File: config.mk
export PLATFORM = sky130hd
export DESIGN_NAME = cct_timer
export DESIGN_NICKNAME = d
export VERILOG_FILES = /design/src/rtl/cct_pkg.sv /design/src/rtl/cct_step_ctl.sv /design/src/rtl/cct_counter.sv /design/src/rtl/cct_cmp_unit.sv /design/src/rtl/cct_wake_sel.sv /design/src/rtl/cct_timer.sv
export SDC_FILE = /design/constraint.sdc
export NUM_CORES = 1
export LEC_CHECK = 0
export BUFFER_PORTS_ARGS = -buffer_cell sky130_fd_sc_hd__buf_2
export CORE_ASPECT_RATIO = 1.5
export CORE_MARGIN = 10
export CORE_UTILIZATION = 52
export DETAILED_ROUTE_END_ITERATION = 6
export PLACE_DENSITY = 0.7
export SYNTH_ARGS = -nofsm -noshare
export SYNTH_HDL_FRONTEND = slang
export SYNTH_SLANG_ARGS = --single-unit
File: constraint.sdc
create_clock -name clk -period 16.2 [get_ports clk]
set_clock_uncertainty 0.05 [all_clocks]
set_input_delay 2.43 -clock clk [delete_from_list [all_inputs] [get_ports clk]]
set_output_delay 2.43 -clock clk [all_outputs]
set_load 0.05 [all_outputs]
File: src/rtl/cct_pkg.sv
package cct_pkg;
  localparam int CNT_W = 32;
  typedef logic [CNT_W-1:0] cnt_t;

  typedef enum logic [2:0] {
    ST_HOLD,
    ST_LOAD,
    ST_SKIP,
    ST_ADV,
    ST_TICK
  } step_e;

  // forward distance from base to target, modulo 2^CNT_W
  function automatic cnt_t fwd_dist(input cnt_t target, input cnt_t base);
    return target - base;
  endfunction
endpackage

File: src/rtl/cct_step_ctl.sv
module cct_step_ctl
  import cct_pkg::*;
(
  input  logic  load_req,
  input  cnt_t  load_val,
  input  logic  skip_req,
  input  logic  adv_req,
  input  cnt_t  adv_amt,
  input  logic  tick_req,
  input  cnt_t  cur_count,
  input  cnt_t  wake,
  output step_e step_kind,
  output cnt_t  delta,
  output cnt_t  next_count,
  output logic  check_en
);
  always_comb begin
    if (load_req)      step_kind = ST_LOAD;
    else if (skip_req) step_kind = ST_SKIP;
    else if (adv_req)  step_kind = ST_ADV;
    else if (tick_req) step_kind = ST_TICK;
    else               step_kind = ST_HOLD;
  end

  always_comb begin
    delta      = '0;
    next_count = cur_count;
    check_en   = 1'b0;
    unique case (step_kind)
      ST_LOAD: begin
        next_count = load_val;
      end
      ST_SKIP: begin
        delta      = fwd_dist(wake, cur_count);
        next_count = wake + cnt_t'(1);
        check_en   = 1'b1;
      end
      ST_ADV: begin
        delta      = adv_amt;
        next_count = cur_count + adv_amt;
        check_en   = 1'b1;
      end
      ST_TICK: begin
        delta      = cnt_t'(1);
        next_count = cur_count + cnt_t'(1);
        check_en   = 1'b1;
      end
      default: begin
        next_count = cur_count;
      end
    endcase
  end
endmodule

File: src/rtl/cct_counter.sv
module cct_counter
  import cct_pkg::*;
(
  input  logic clk,
  input  logic rst_n,
  input  cnt_t next_count,
  output cnt_t count_q
);
  always_ff @(posedge clk) begin
    if (!rst_n) count_q <= '0;
    else        count_q <= next_count;
  end
endmodule

File: src/rtl/cct_cmp_unit.sv
module cct_cmp_unit
  import cct_pkg::*;
(
  input  logic clk,
  input  logic rst_n,
  input  logic wr_hit,
  input  cnt_t wr_data,
  input  cnt_t cur_count,
  input  cnt_t delta,
  input  logic check_en,
  output cnt_t cmp_val,
  output logic irq
);
  cnt_t offs;
  logic hit;

  // the window starts at the first value newly reached
  assign offs = fwd_dist(cmp_val, cur_count + cnt_t'(1));
  assign hit  = check_en && (offs < delta);

  always_ff @(posedge clk) begin
    if (!rst_n) begin
      cmp_val <= '0;
      irq     <= 1'b0;
    end else if (wr_hit) begin
      cmp_val <= wr_data;
      irq     <= 1'b0;
    end else if (hit) begin
      irq     <= 1'b1;
    end
  end
endmodule

File: src/rtl/cct_wake_sel.sv
module cct_wake_sel
  import cct_pkg::*;
#(
  parameter int N = 3
) (
  input  cnt_t                   cur_count,
  input  logic [N-1:0][CNT_W-1:0] cmp_flat,
  output cnt_t                   wake
);
  always_comb begin
    cnt_t best_d;
    cnt_t d;
    best_d = '1;
    wake   = cur_count - cnt_t'(1);
    for (int i = 0; i < N; i++) begin
      d = fwd_dist(cmp_flat[i], cur_count);
      if (d < best_d) begin
        best_d = d;
        wake   = cmp_flat[i];
      end
    end
  end
endmodule

File: src/rtl/cct_timer.sv
module cct_timer
  import cct_pkg::*;
#(
  parameter  int NUM_CMP = 3,
  localparam int SEL_W   = (NUM_CMP < 1) ? 1 : $clog2(NUM_CMP + 1),
  localparam int IRQ_W   = (NUM_CMP > 0) ? NUM_CMP : 1
) (
  input  logic             clk,
  input  logic             rst_n,
  input  logic             timer_on,
  input  logic             tick_en,
  input  logic             adv_valid,
  input  logic [31:0]      adv_amount,
  input  logic             skip_to_wake,
  input  logic             wr_en,
  input  logic [SEL_W-1:0] wr_sel,
  input  logic [31:0]      wr_data,
  output logic [31:0]      count,
  output logic [31:0]      wake_target,
  output logic [IRQ_W-1:0] timer_irq
);
  step_e step_kind;
  cnt_t  delta;
  cnt_t  next_count;
  logic  check_en;
  logic  load_req;
  cnt_t  wake_w;

  assign load_req = wr_en && (wr_sel == '0);

  cct_step_ctl u_step (
    .load_req  (load_req),
    .load_val  (wr_data),
    .skip_req  (skip_to_wake),
    .adv_req   (adv_valid),
    .adv_amt   (adv_amount),
    .tick_req  (tick_en),
    .cur_count (count),
    .wake      (wake_w),
    .step_kind (step_kind),
    .delta     (delta),
    .next_count(next_count),
    .check_en  (check_en)
  );

  cct_counter u_cnt (
    .clk       (clk),
    .rst_n     (rst_n),
    .next_count(next_count),
    .count_q   (count)
  );

  generate
    if (NUM_CMP > 0) begin : g_cmp
      logic [NUM_CMP-1:0][CNT_W-1:0] cmp_flat;
      for (genvar i = 0; i < NUM_CMP; i++) begin : g_unit
        cct_cmp_unit u_unit (
          .clk      (clk),
          .rst_n    (rst_n),
          .wr_hit   (wr_en && (wr_sel == SEL_W'(i + 1))),
          .wr_data  (wr_data),
          .cur_count(count),
          .delta    (delta),
          .check_en (check_en && timer_on),
          .cmp_val  (cmp_flat[i]),
          .irq      (timer_irq[i])
        );
      end
      cct_wake_sel #(.N(NUM_CMP)) u_wake (
        .cur_count(count),
        .cmp_flat (cmp_flat),
        .wake     (wake_w)
      );
    end else begin : g_none
      assign timer_irq = '0;
      assign wake_w    = count - cnt_t'(1);
    end
  endgenerate

  assign wake_target = wake_w;
endmodule

Word level (Yosys, flattened, before mapping)
Cells that the tools add are included.

Register bits after elaboration: 131. Input port bits: 73. Logic and storage cells: 58.

Reduce and logical (&&, ||, !) cells: 14. Equal/unequal tests: 7. Bitwise gates (word level): 1. Multiplexer cells: 12. Order comparisons: 6. Add/sub/neg operators: 11.

Operators with widths (count): subtractor 32 bit (7); < comparator 32 bit (5); 2-to-1 mux 32 bit (5); one-hot mux 32 bit (4 select lines) (1); one-hot mux 32 bit (3 select lines) (1); adder 32 x 1 -> 32 bit, second input constant (2); adder 32 bit (1); < comparator 32 bit, second input constant (1); subtractor 32 x 1 -> 32 bit, second input constant (1); 2-to-1 mux 3 bit (4); logical AND 1 bit (8); equality test 3 x 2 -> 1 bit, second input constant (2); OR reduction 2 bit (3); equality test 2 bit, second input constant (2); nonzero test 4 bit (1); equality test 3 x 1 -> 1 bit, second input constant (1); equality test 3 bit, second input constant (1); OR reduction 3 bit (1); equality test 2 x 1 -> 1 bit, second input constant (1); zero test 2 bit (1); 2-to-1 mux 1 bit (1); NOT 1 bit (1).

Logic depth before layout (Yosys ltp)
Word-level depth: 11. Mapped depth: 76. Gate-level depth less buffers: 67.

By module
Synthesis repeated with hierarchy kept, for this count alone.

Cells, all modules: 3517. Area, all modules: 26297.7 µm².

By module, submodules not included: cct_wake_sel (cells an instance 1142, times used 1, sequential area each 0.0 µm², area an instance 8354.3 µm²); cct_step_ctl (cells an instance 856, times used 1, sequential area each 0.0 µm², area an instance 5561.6 µm²); cct_cmp_unit at g_cmp.g_unit[2].u_unit (cells an instance 490, times used 1, sequential area each 660.6 µm², area an instance 3838.7 µm²); cct_cmp_unit at g_cmp.g_unit[0].u_unit (cells an instance 477, times used 1, sequential area each 660.6 µm², area an instance 3804.9 µm²); cct_cmp_unit at g_cmp.g_unit[1].u_unit (cells an instance 480, times used 1, sequential area each 660.6 µm², area an instance 3798.6 µm²); cct_counter (cells an instance 67, times used 1, sequential area each 640.6 µm², area an instance 895.9 µm²); cct_timer (cells an instance 5, times used 1, sequential area each 0.0 µm², area an instance 43.8 µm²).

Worst setup path before layout
Ideal clock, no wire load.

Path type: reg2reg. Start point: register u_cnt.count_q[1]. End point: register g_cmp.g_unit[2].u_unit.irq. Library setup time: 0.079 ns. Stages on the path, launching flop included: 70. Buffers on the path: 9. Data arrival time: 15.417 ns. Data required time: 16.071 ns. Path slack: 0.654 ns. Path through: dfxtp_1 > inv_1 > ha_1 > nor2b_1 > o21ai_0 > a21boi_0 > o21a_1 > o311a_1 > a311o_1 > a31oi_1 > a211oi_1 > o31ai_1 > a211oi_1 > o221a_2 > a41o_1 > o21ai_0 > nor2b_1 > xnor2_1 > [34 not listed] > o41a_1 > o41ai_1 > o2111ai_1 > o211ai_1 > o2111ai_1 > a31oi_1 > nor2b_1 > o21bai_1 > nand2_1 > xor2_1 > a22oi_1 > ha_1 > a21o_1 > a21o_1 > a2111oi_0 > o221ai_1 > a211o_1 > o211ai_1.

Cells in the longest elaborated chain, start to end: 11. Elaborated cells on any way between the ends: 18. Those cells by class: 7 x add/sub; 4 x order compare; 6 x mux; 1 x reduce/logical.

RTL lines: start, declared (RTL line cct_counter.sv:7) `output cnt_t count_q`; start signal, assigned (RTL line cct_counter.sv:11) `else count_q <= next_count;`; subtractor 32 bit (RTL line cct_pkg.sv:15) `return target - base;`; < comparator 32 bit (RTL line cct_wake_sel.sv:17) `if (d < best_d) begin`; 2-to-1 mux 32 bit (RTL line cct_wake_sel.sv:17); < comparator 32 bit (RTL line cct_wake_sel.sv:17); 2-to-1 mux 32 bit (RTL line cct_wake_sel.sv:17); < comparator 32 bit (RTL line cct_wake_sel.sv:17); 2-to-1 mux 32 bit * (RTL line cct_wake_sel.sv:17); named net wake_target[1] (RTL line cct_timer.sv:19) `output logic [31:0] wake_target,`; subtractor 32 bit * (RTL line cct_pkg.sv:15); one-hot mux 32 bit (3 select lines) * (RTL line cct_step_ctl.sv:29) `unique case (step_kind)`; < comparator 32 bit * (RTL line cct_cmp_unit.sv:19) `assign hit = check_en && (offs < delta);`; logical AND 1 bit * (RTL line cct_cmp_unit.sv:19); end signal, assigned (RTL line cct_cmp_unit.sv:24) `irq <= 1'b0;`; end signal, assigned (RTL line cct_cmp_unit.sv:27) `irq <= 1'b0;`; end signal, assigned (RTL line cct_cmp_unit.sv:29) `irq <= 1'b1;`; end, declared (RTL line cct_cmp_unit.sv:12) `output logic irq`.

The timed path passes the listed nets; every way through them passes the cells marked *. A chain may end at the register's enable or synchronous reset.

Worst setup path after layout
Start point: register u_cnt.count_q[1]. End point: register g_cmp.g_unit[2].u_unit.irq.

Cells in the longest elaborated chain, start to end: 11. Elaborated cells on any way between the ends: 18. Those cells by class: 7 x add/sub; 4 x order compare; 6 x mux; 1 x reduce/logical.

RTL lines (RTL line): subtractor 32 bit (cct_pkg.sv:15); < comparator 32 bit (cct_wake_sel.sv:17); 2-to-1 mux 32 bit (cct_wake_sel.sv:17); < comparator 32 bit (cct_wake_sel.sv:17); 2-to-1 mux 32 bit (cct_wake_sel.sv:17); < comparator 32 bit (cct_wake_sel.sv:17); 2-to-1 mux 32 bit (cct_wake_sel.sv:17); subtractor 32 bit (cct_pkg.sv:15); one-hot mux 32 bit (3 select lines) (cct_step_ctl.sv:29); < comparator 32 bit * (cct_cmp_unit.sv:19); logical AND 1 bit * (cct_cmp_unit.sv:19).

Mark *: on every way between the ends. The rest lies on a longest branch, timed or not.

==> run summary <==
### Logic synthesis
* **post-synthesis mux area share** 0.897%
* **warning count from the yosys run** 0
* **ys flop type** dfxtp_1
* **mean instance size in the synthesized netlist** 7.35 sq um
* **Compound-Gate Fraction of Synth Area** 28.9%
* **simple-gate area share of the yosys netlist** 22.3%
* **portion of the post-synthesis area used by sequential elements** 11.0%
* **Yosys top cell by area** ha_1
* **Synth async-reset ratio** 0%
* **Synth Instances** 3248
* **combinational family with the most area after synthesis** compound AO/OA/AOI/OAI gates
* **fraction of the mapped netlist area in adder cells** 22.0%
* **flip-flop and latch count after synthesis** 131
* **most frequent cells after synthesis** 404 x ha_1, 363 x nand2_1, 275 x a21oi_1
* **dominant cells by area after synthesis** ha_1 21%, dfxtp_1 11%, xnor2_1 8.1%
* **syn_nets** 3733
* **number of distinct standard cells referenced by the synthesized netlist** 103
* **number of synthesized flops with an enable pin** 0
* **leading cell type by number of instances after synthesis** ha_1
* **Cell Area, Synth** 0.0239 sq mm
* **xor and xnor fraction of the mapped netlist area** 10.6%
* **area share of the largest cell type after synthesis** 21.2%

### Clock network
* **number of buffers created by CTS** 17
* **Post-CTS Hold Fix Bufs** 0
* **TritonCTS clock tree** built
* **Clock Sink Count** 131
* **root cell of the clock tree** clkbuf_16
* **maximum number of buffers from clock root to sink** 2
* **Clock Latency Late Sink** 0.47 ns
* **number of H-tree branching levels** 4
* **clock transition at the registers of the reported paths** 0.07 ns

### Final layout
* **number of nets in the layout** 3794
* **synthesis-to-finish area growth** 7.19%
* **layout cell share with drive strength beyond 1** 8.43%

### GRT
* **total global routing overflow** 0
* **first-pass GRT wire length** 162000 microns
* **antenna violations before repair** 3
* **via count of the first global-routing pass** 26.2k
* **met3 Usage GRT** 7.57%
* **met2 layer usage reported by global route** 65.6%
* **met1 track demand over resource in global routing** 36.6%
* **total global-route track usage** 38.5%
* **layer with the highest usage** met2
* **maximum number of pins on one net before global-route repair** 70

### STA
* **Tmin final** 15.42 ns
* **total count of max-transition violations in the final report** 0
* **top achievable clock speed** 64.9 MHz
* **final setup violating endpoints** 0
* **Final Cycle Share** 95.2%
* **worst slew slack as a fraction of its limit** 7.97%
* **RSZ-0062 raised after global routing** no
* **pin slew with the least headroom to its limit** 1.37 ns
* **total negative slack for setup checks** 0 ns
* **final hold violations** 0

### Floorplan
* **y dimension of the die** 282 microns
* **I/O Pins** 140
* **core area** 0.0455 sq mm
* **starting utilization of the core area** 52.4%
* **total die area** 0.0550 sq mm
* **Die X-Extent** 195 microns
* **floorplan row count** 96

### Outcome
* **status** finished, final reports clean

### Route
* **drt via density** 6.75
* **routed via count** 26.4k
* **count of TritonRoute iterations in the first routing pass** 6
* **number of DRC violations after detailed routing** 0
* **DR WL/cell** 28.2 microns
* **DRC violation total after the first TritonRoute iteration** 2124
* **count of nets left with antenna violations after detail routing** 0
* **final wirelength** 110000 microns

### Critical path
* **Arrival @ worst endpoint** 15.76 ns
* **largest stage delay on the critical path** 0.70 ns
* **Worst Setup Start Kind** flip-flop
* **kind of critical path** reg -> reg
* **critical path's slowest cell** a21oi_1
* **Worst Path Max Fanout** 50
* **most common cell type on the critical path** o21ai_0
* **endpoint class of the critical path** flip-flop
* **Required @ worst endpoint** 16.54 ns

### Placed design
* **global placer's final weighted congestion** 1.12
* **Port Buffers** 139
* **DPL Wire Length** 87000 microns

### Min path
* **type of the most critical hold path** reg -> reg

### Flow run
* **count of maximum capacitance violations** 0

==> routing by layer <==
layer	part of all wire [%]	up-vias
met4	13	0
met2	47	1488
met5	0	-
li1	-	12100
met3	7.3	616
met1	33	12200
==> cells by family after synthesis <==
group / after synthesis
buffers and inverters: 246
AOI/OAI and AO/OA: 1038
adders and majority gates: 415
and+or+nand+nor: 1107
muxes: 21
DFF: 131
xor gates and xnor gates: 290
==> worst max-delay path, delay by kind of cell, from the launching register on <==
kind                       cells  cell delay (ns)
DFF                            1             0.60
xor gates and xnor gates       2             0.33
AOI/OAI and AO/OA             40            10.65
adders and majority gates      5             1.50
and+or+nand+nor                8             1.05
buffers and inverters          3             1.14
==> placed cells by master (no fill, tap or decap), types with 18 or more instances in the layout <==
master    synthesis  final
a211oi_1         20     20
a21boi_0        113    113
a21o_1           97     97
a21oi_1         275    273
a22oi_1          34     34
a31oi_1          32     32
and2_1           30     30
and3_1           39     37
buf_2            15    138
buf_4             3     25
dfxtp_1         131    130
ha_1            404    404
inv_1           121    121
mux2i_1          18     18
nand2_1         363    363
nand2b_1         43     43
nand3_1          88     88
nand4_1          56     56
nor2_1          246    242
nor2b_1          37     37
nor3_1           90     89
nor4_1           23     23
o211ai_1         30     30
o21a_1           55     54
o21ai_0         177    175
o221ai_1         32     32
or2_2            22     22
or3_1            27     27
xnor2_1         221    221
xor2_1           69     69
==> worst paths after layout <==
| check | from | to | slack [ns] | cells after the start |
|---|---|---|---|---|
| setup / recovery | u_cnt.count_q[1] | g_cmp.g_unit[2].u_unit.irq | 0.78 | 58 |
| hold / removal | g_cmp.g_unit[2].u_unit.cmp_val[0] | g_cmp.g_unit[2].u_unit.cmp_val[0] | 0.45 | 2 |
| setup reg to reg | u_cnt.count_q[1] | g_cmp.g_unit[2].u_unit.irq | 0.78 | 58 |
| hold reg to reg | g_cmp.g_unit[2].u_unit.cmp_val[0] | g_cmp.g_unit[2].u_unit.cmp_val[0] | 0.45 | 2 |
==> through the flow <==
| stage | hold slack (ns) | cell area, sq um | std cells | utilization [%] | worst slack (ns) |
|---|---|---|---|---|---|
| floorplan | 0.407 | 23900 | 3248 | - | 0.654 |
| global placement | 0.434 | 25000 | 3877 | 54.9 | 1.55 |
| detailed placement | 0.443 | 25000 | 3877 | 54.9 | 1.19 |
| CTS | 0.453 | 25500 | 3909 | 56.1 | 1.03 |
| global route | 0.474 | 25600 | 3910 | 56.2 | 0.00946 |
| finish | 0.445 | 25600 | 3913 | 56.2 | 0.782 |
==> sequential cells by signal, indices dropped and copies added (netlist names) <==
signal / cells
g_cmp.g_unit.u_unit.cmp_val: 96
u_cnt.count_q: 32
g_cmp.g_unit.u_unit.irq: 3
==> layout make-up <==
type | count | area (sq um)
timing repair buffer | 164 | 890
fill | 4489 | 19900
inverter | 123 | 462
multi-input combinational | 2872 | 20300
clock buffer | 19 | 433
antenna | 3 | 7.51
tap | 588 | 736
sequential | 131 | 2620
clock inverter | 13 | 125
==> repair_timing <==
item / CTS / global route
hold endpoints to repair: 0 / 0
gates resized for setup: 0 / 7
setup buffers: 0 / 0
endpoints found under the setup margin: 0 / 3
Power is left out: the tool's default activity adds up to more than one toggle a clock period on the data nets, which glitch-free logic cannot reach.
